==> src/rtl/roi_pack_pkg.sv <==
package roi_pack_pkg;
    localparam int NUM_ROI   = 16;
    localparam int IDX_W     = $clog2(NUM_ROI);
    localparam int THR_W     = 8;
    localparam int ET_W      = 8;
    localparam int LOC_W     = 5;
    localparam int ISO_W     = 3;
    localparam int HIT_SLOTS = 6;
    localparam int LINES     = 24;
    localparam int TICKS     = 4;
    localparam int GROUPS    = 4;
    localparam int GRP_SIZE  = NUM_ROI / GROUPS;
    localparam int REC_W     = ET_W + LOC_W + ISO_W;
    localparam int FRAME_W   = LINES * TICKS;
    localparam int LEFT_W    = $clog2(TICKS + 1);

    typedef struct packed {
        logic             vld;
        logic [IDX_W-1:0] idx;
        logic [ET_W-1:0]  et;
        logic [LOC_W-1:0] loc;
        logic [ISO_W-1:0] iso;
    } cand_t;

    // a outranks b: larger energy, or equal energy at a lower index
    function automatic logic beats(cand_t a, cand_t b);
        return a.vld && (!b.vld || (a.et > b.et) ||
                         ((a.et == b.et) && (a.idx < b.idx)));
    endfunction

    function automatic logic [REC_W-1:0] to_record(cand_t c);
        return c.vld ? {c.iso, c.loc, c.et} : '0;
    endfunction
endpackage

==> src/rtl/roi_top2_pick.sv <==
module roi_top2_pick
    import roi_pack_pkg::*;
#(
    parameter int N = 4
) (
    input  cand_t [N-1:0] cands,
    output cand_t         first,
    output cand_t         second
);
    always_comb begin
        first  = '0;
        second = '0;
        for (int i = 0; i < N; i++) begin
            if (beats(cands[i], first)) begin
                second = first;
                first  = cands[i];
            end else if (beats(cands[i], second)) begin
                second = cands[i];
            end
        end
    end
endmodule

==> src/rtl/roi_hit_list.sv <==
module roi_hit_list
    import roi_pack_pkg::*;
(
    input  logic [NUM_ROI-1:0]         valid,
    input  logic [NUM_ROI*THR_W-1:0]   thr,
    output logic [HIT_SLOTS*THR_W-1:0] hits
);
    always_comb begin
        int n;
        n    = 0;
        hits = '0;
        for (int i = 0; i < NUM_ROI; i++) begin
            if (valid[i] && (n < HIT_SLOTS)) begin
                hits[n*THR_W +: THR_W] = thr[i*THR_W +: THR_W];
                n++;
            end
        end
    end
endmodule

==> src/rtl/top2_frame_packer.sv <==
module top2_frame_packer
    import roi_pack_pkg::*;
(
    input  logic                       clk,
    input  logic                       rst,
    input  logic                       bc_start,
    input  logic [NUM_ROI-1:0]         roi_valid,
    input  logic [NUM_ROI*THR_W-1:0]   roi_thr,
    input  logic [NUM_ROI*ET_W-1:0]    roi_et,
    input  logic [NUM_ROI*LOC_W-1:0]   roi_loc,
    input  logic [NUM_ROI*ISO_W-1:0]   roi_iso,
    output logic [LINES-1:0]           frame_word,
    output logic                       frame_vld,
    output logic                       frame_first
);
    typedef struct packed {
        logic                       cap_go;
        logic [NUM_ROI-1:0]         cap_vld;
        logic [NUM_ROI*THR_W-1:0]   cap_thr;
        logic [NUM_ROI*ET_W-1:0]    cap_et;
        logic [NUM_ROI*LOC_W-1:0]   cap_loc;
        logic [NUM_ROI*ISO_W-1:0]   cap_iso;
        logic                       s1_go;
        logic [NUM_ROI-1:0]         s1_map;
        logic [HIT_SLOTS*THR_W-1:0] s1_hits;
        cand_t [2*GROUPS-1:0]       s1_best;
        logic [FRAME_W-1:0]         sh;
        logic [LEFT_W-1:0]          left;
        logic                       first;
    } state_t;

    state_t state_d, state_q;

    cand_t [NUM_ROI-1:0]         cands_c;
    cand_t [2*GROUPS-1:0]        grp_top;
    cand_t                       top_a, top_b;
    logic [HIT_SLOTS*THR_W-1:0]  hits_c;
    logic [FRAME_W-1:0]          frame_c;

    // candidate view of the captured crossing
    always_comb begin
        for (int i = 0; i < NUM_ROI; i++) begin
            cands_c[i].vld = state_q.cap_vld[i] && (state_q.cap_et[i*ET_W +: ET_W] != '0);
            cands_c[i].idx = IDX_W'(i);
            cands_c[i].et  = state_q.cap_et[i*ET_W +: ET_W];
            cands_c[i].loc = state_q.cap_loc[i*LOC_W +: LOC_W];
            cands_c[i].iso = state_q.cap_iso[i*ISO_W +: ISO_W];
        end
    end

    // stage one: best two inside each group
    for (genvar g = 0; g < GROUPS; g++) begin : g_grp
        roi_top2_pick #(.N(GRP_SIZE)) u_grp (
            .cands  (cands_c[g*GRP_SIZE +: GRP_SIZE]),
            .first  (grp_top[2*g]),
            .second (grp_top[2*g+1])
        );
    end

    roi_hit_list u_hits (
        .valid (state_q.cap_vld),
        .thr   (state_q.cap_thr),
        .hits  (hits_c)
    );

    // stage two: merge of the group winners
    roi_top2_pick #(.N(2*GROUPS)) u_merge (
        .cands  (state_q.s1_best),
        .first  (top_a),
        .second (top_b)
    );

    assign frame_c = {to_record(top_b), to_record(top_a), state_q.s1_hits, state_q.s1_map};

    always_comb begin
        state_d        = state_q;
        state_d.cap_go = bc_start;
        if (bc_start) begin
            state_d.cap_vld = roi_valid;
            state_d.cap_thr = roi_thr;
            state_d.cap_et  = roi_et;
            state_d.cap_loc = roi_loc;
            state_d.cap_iso = roi_iso;
        end
        state_d.s1_go = state_q.cap_go;
        if (state_q.cap_go) begin
            state_d.s1_map  = state_q.cap_vld;
            state_d.s1_hits = hits_c;
            state_d.s1_best = grp_top;
        end
        state_d.first = 1'b0;
        if (state_q.s1_go) begin
            state_d.sh    = frame_c;
            state_d.left  = LEFT_W'(TICKS);
            state_d.first = 1'b1;
        end else if (state_q.left != '0) begin
            state_d.sh   = state_q.sh >> LINES;
            state_d.left = state_q.left - 1'b1;
        end
    end

    always_ff @(posedge clk) begin
        if (rst) state_q <= '0;
        else     state_q <= state_d;
    end

    assign frame_word  = state_q.sh[LINES-1:0];
    assign frame_vld   = (state_q.left != '0);
    assign frame_first = state_q.first;
endmodule

==> config.mk <==
export PLATFORM = sky130hd
export DESIGN_NAME = top2_frame_packer
export DESIGN_NICKNAME = d
export VERILOG_FILES = /design/src/rtl/roi_pack_pkg.sv /design/src/rtl/roi_top2_pick.sv /design/src/rtl/roi_hit_list.sv /design/src/rtl/top2_frame_packer.sv
export SDC_FILE = /design/constraint.sdc
export NUM_CORES = 2
export LEC_CHECK = 0
export CAP_MARGIN = 20
export CORE_UTILIZATION = 52
export DETAILED_ROUTE_END_ITERATION = 10
export PLACE_DENSITY = 0.7
export RECOVER_POWER = 100
export SYNTH_ARGS = -nofsm -noshare
export SYNTH_HDL_FRONTEND = slang
export SYNTH_HIERARCHICAL = 1
export SYNTH_SLANG_ARGS = --single-unit
export TNS_END_PERCENT = 100
==> constraint.sdc <==
create_clock -name clk -period 27.8 [get_ports clk]
set_input_delay 2.78 -clock clk [delete_from_list [all_inputs] [get_ports clk]]
set_output_delay 2.78 -clock clk [all_outputs]
set_load 0.01 [all_outputs]
; ---- Yosys cells after proc, flatten, opt, wreduce, memory -nomap -nowiden
; Index checks and enable logic that the tools add are counted.
[totals]
mem_count = 0
romBits = 0
latch_bits = 0
out_inout_bits = 26
register_bits = 734
mem_bits_rw = 0
[classes]
n_div = 0
magnitude_cmp = 81
eq_ne = 33
addsub = 30
n_bitwise = 0
n_mux = 113
shifts = 30
n_reduce_logical = 215
n_mul = 0
[ops]
columns = operator, n
row1 = $mux 21, 62
row2 = $bwmux 48, 15
row3 = $mux 48, 15
row4 = $shift 8x33->48 const A, 15
row5 = $shiftx 8x33->48, 15
row6 = $neg 32->33, 14
row7 = $lt 32x4->1 const B, 14
row8 = $mux 32, 14
row9 = $add 32x2->32 const B, 13
row10 = $eq 8x8->1, 33
row11 = $gt 8x8->1, 33
row12 = $mux 99, 2
row13 = $reduce_bool 8->1, 16
row14 = $logic_and 1x1->1, 97
row15 = $logic_or 1x1->1, 66
row16 = $lt 4x4->1, 13
row17 = $lt 4x4->1 const A, 10
row18 = $logic_not 1->1, 33
row19 = $neg 4->33, 1
row20 = $mux 16, 2
row21 = $lt 3x4->1 const A, 5
row22 = $lt 2x4->1 const A, 4
row23 = $mux 8, 1
row24 = $lt 1x4->1 const A, 1
row25 = 7 further kinds, 8

; ---- Logic depth before layout (Yosys ltp)
[logic_depth]
word_depth = 47
ltp_mapped = 92

; ---- Cells and area by module
; Netlist, hierarchy kept.
[by_module_without_submodules]
columns = module, instances, area_each_um2, seq_area_each_um2, cells_per_inst
row1 = top2_frame_packer, 1, 27481.4, 14694.1, 2629
row2 = roi_top2_pick (g_grp[0].u_grp ...), 4, 3772.4, 0.0, 564
row3 = roi_hit_list, 1, 11382.2, 0.0, 1802
row4 = roi_top2_pick (u_merge), 1, 8770.9, 0.0, 1265

; ---- Least setup slack after synthesis
; Ideal clock, no wire load.
[synth_path]
path_type = register to register
start = reg state_q[120] (netlist name)
end = reg state_q[84] (netlist name)
path_stages_with_launch = 83
arrival_ns = 16.867
slack_ns = 10.805
cell_sequence = dfxtp_1 > buf_2 > buf_1 > nand2_1 > ha_1 > nand4_4 > o311a_1 > nor3_4 > clkbuf_1 > nand2_1 > o21ai_0 > inv_1 > ha_1 > nand3_1 > nor3_2 > nor2_1 > o221a_2 > nor2_1 > [47 not listed] > o211ai_1 > nand2_1 > ha_1 > nor2b_1 > o21a_1 > o21a_1 > o21a_1 > o21a_1 > o21ai_0 > nand2b_1 > a21oi_1 > nor2_1 > a211oi_1 > a21oi_2 > and3_1 > a221o_1 > a22oi_1 > nor2_1
[synth_lines]
columns = item, line_no
row1 = from (decl), top2_frame_packer.sv:32  ; state_t state_d, state_q;
row2 = from (signal assigned), top2_frame_packer.sv:104  ; else state_q <= state_d;

==> results.toml <==
[routing]
drtIter0Drc = 6025
totalWireLength_mm = 231
vias = 62300
routedWlPerCell_um = 23.4
viasPerCell = 6.30
route.detailed.drc = 0
drt-pass1-iter-count = 6
final_antenna_net_count = 0

[worst_setup_path]
reg2reg_depth = 75
timing.rr.end = "state_q[91]"
critPathKind = "reg -> reg"
cp.required_ns = 28.40
start_kind = "flop"
crit_fanout = 48
critPathCaptureType = "flop"
cp_common_cell = "o21a_1"
max_stage_delay_ns = 1.19
reg2reg_from = "state_q[120]"
worstPathArrival_ns = 24.75
crit_path_top_delay_cell = "and2_0"
r2r_setup_slack_ns = 3.65

[die]
fp.dieH_um = 349
core_um2 = 119000
initial_utilization = 0.527
row_count = 126
pin_count = 429
die_w_um = 349
fp.dieArea_um2 = 122000

[placement]
post-place-cells = 9730
place_congestion = 1.03
dp_hpwl_mm = 179
portBuffers = 428

[power_and_ir_drop]
p_leak_nw = 28.3
peakVddDrop_uv = 64.2
totalPowerFinal_mw = 4.15
power_density_nw_per_um2 = 59.1

[clocking]
cts-buffers-inserted = 85
cts_resized = 0
cts_tree = "yes"
cts_sinks = 734
ctsHoldBuffers = 0
cts_setup_buffers = 0
cts-root-buf = "clkbuf_16"
clock_path_buffers = 3
htree_levels = 3
clk_pin_slew_ns = 0.07
worstSkewPairLatency_ns = 0.71

[final_layout]
n_fill_cell = 11100
seq_area_um2 = 14700
drive_gt1_frac = 0.0711
multiInputGateArea_um2 = 44700
num-nets-final = 9036
final_util = 0.592
fin_cells = 9891
syn_to_final_growth_pct = 12.3

[sta]
skew_ns = 0.0327
finalCritPeriodShare = 0.869
worstMarginPinSlew_ns = 6.41
finalSetupTns_ns = 0
clock.fmax_mhz = 41.4
slew_headroom = -3.27
report.final.slew_viol_count = 903
setup_viol = 0
grt_setup_unrepaired = "no"
hold_viol = 0
finalWorstPathRequiredPeriod_ns = 24.15

[grt]
antenna_found_initial = 13
grt_max_degree = 139
grt_overflow = 0
use_met3 = 0.0580
grt_most_used_layer = "met2"
grt_pass1_wl_mm = 349
globalRouteTotalUtil = 0.365
grtUsageMet2 = 0.592
grt_use_met1 = 0.482
first_global_vias = 57900

[job]
maxCapViolCount = 13

[synth]
synth.yosys.warnings = 6
avgSynthCellArea_um2 = 7.89
netlist_instances = 7930
netlist_area_um2 = 62600

[min_path]
hold_path.class = "reg -> reg"
min-delay-start = "frame_c[7]"
whs_endpoint = "frame_word[7]"
holdPathStages = 2

[run_status]
outcome = "complete, but fails checks"
violations = "max-capacitance violations, max-slew violations"
## report_power, final
part / internal [mW] / switching, mW / total [mW]
clock network: 0.666 / 0.484 / 1.15
registers: 1.15 / 0.126 / 1.28
logic: 0.629 / 1.10 / 1.73
total: 2.45 / 1.71 / 4.15
## state kept, by name, summed over array words and instances, names as in the netlist
name	cells
state_q	388
cands_c	256
frame_c	64
frame_word	24
frame_first	1
state_d	1
## critical path: cells and delay by family, from the launching register on
family | cells | cell delay [ns]
multiplexers | 2 | 0.84
buffers and inverters | 5 | 1.50
AND/OR/NAND/NOR | 28 | 8.55
flip-flops | 1 | 0.86
adder cells (fa/ha/maj) | 7 | 2.17
AO/OA/AOI/OAI | 33 | 10.09
## layout by cell type, fill, tap and decap left out, types with 86 or more instances in the layout
master / instances
nand3_1: 226
dfxtp_1: 732
clkbuf_16: 86
ha_1: 406
mux2i_1: 764
a31oi_1: 162
conb_1: 263
clkdlybuf4s50_1: 400
a21o_1: 91
nor4_1: 110
nor2_1: 1141
nand4_1: 126
a21oi_1: 408
mux2_2: 88
o21ai_0: 431
o211ai_1: 119
nand2_1: 622
inv_1: 253
nor3_1: 168
## per-layer routing
layer / vias to the layer above / routed length, um
li1: 29600 / -
met1: 29600 / 99800
met2: 2530 / 105000
met3: 501 / 16500
met4: 20 / 10200
met5: - / 138
## metrics by stage
stage               cell area (um^2)  worst slack, ns  hold WS [ns]
floorplan                      63600            10.94         0.449
global placement               67700             5.97         0.474
global route                   70300             1.76         0.517
detailed placement             67700             5.64         0.482
CTS                            70600             5.59         0.485
finish                         70300             3.65         0.486
## layout make-up
| cell class | instances | area share |
|---|---|---|
| inverters | 268 | 0.0144 |
| well taps | 1600 | 0.0285 |
| clock buffers | 115 | 0.0342 |
| multi-input cells | 6606 | 0.635 |
| diodes | 2 | 0.0000712 |
| clock inverters | 35 | 0.00618 |
| repair buffers | 531 | 0.0722 |
| flip-flops and latches | 734 | 0.209 |
## worst max path at each step
| stage | startpoint | slack, ns | to |
|---|---|---|---|
| floorplan | state_q[120] | 10.94 | state_q[84] |
| global placement | state_q[120] | 5.97 | state_q[90] |
| detailed placement | state_q[120] | 5.64 | state_q[90] |
| CTS | state_q[120] | 5.59 | state_q[90] |
| global route | state_q[120] | 1.76 | state_q[91] |
| finish | state_q[120] | 3.65 | state_q[91] |
No activity file was read; power rests on OpenSTA's default activity.
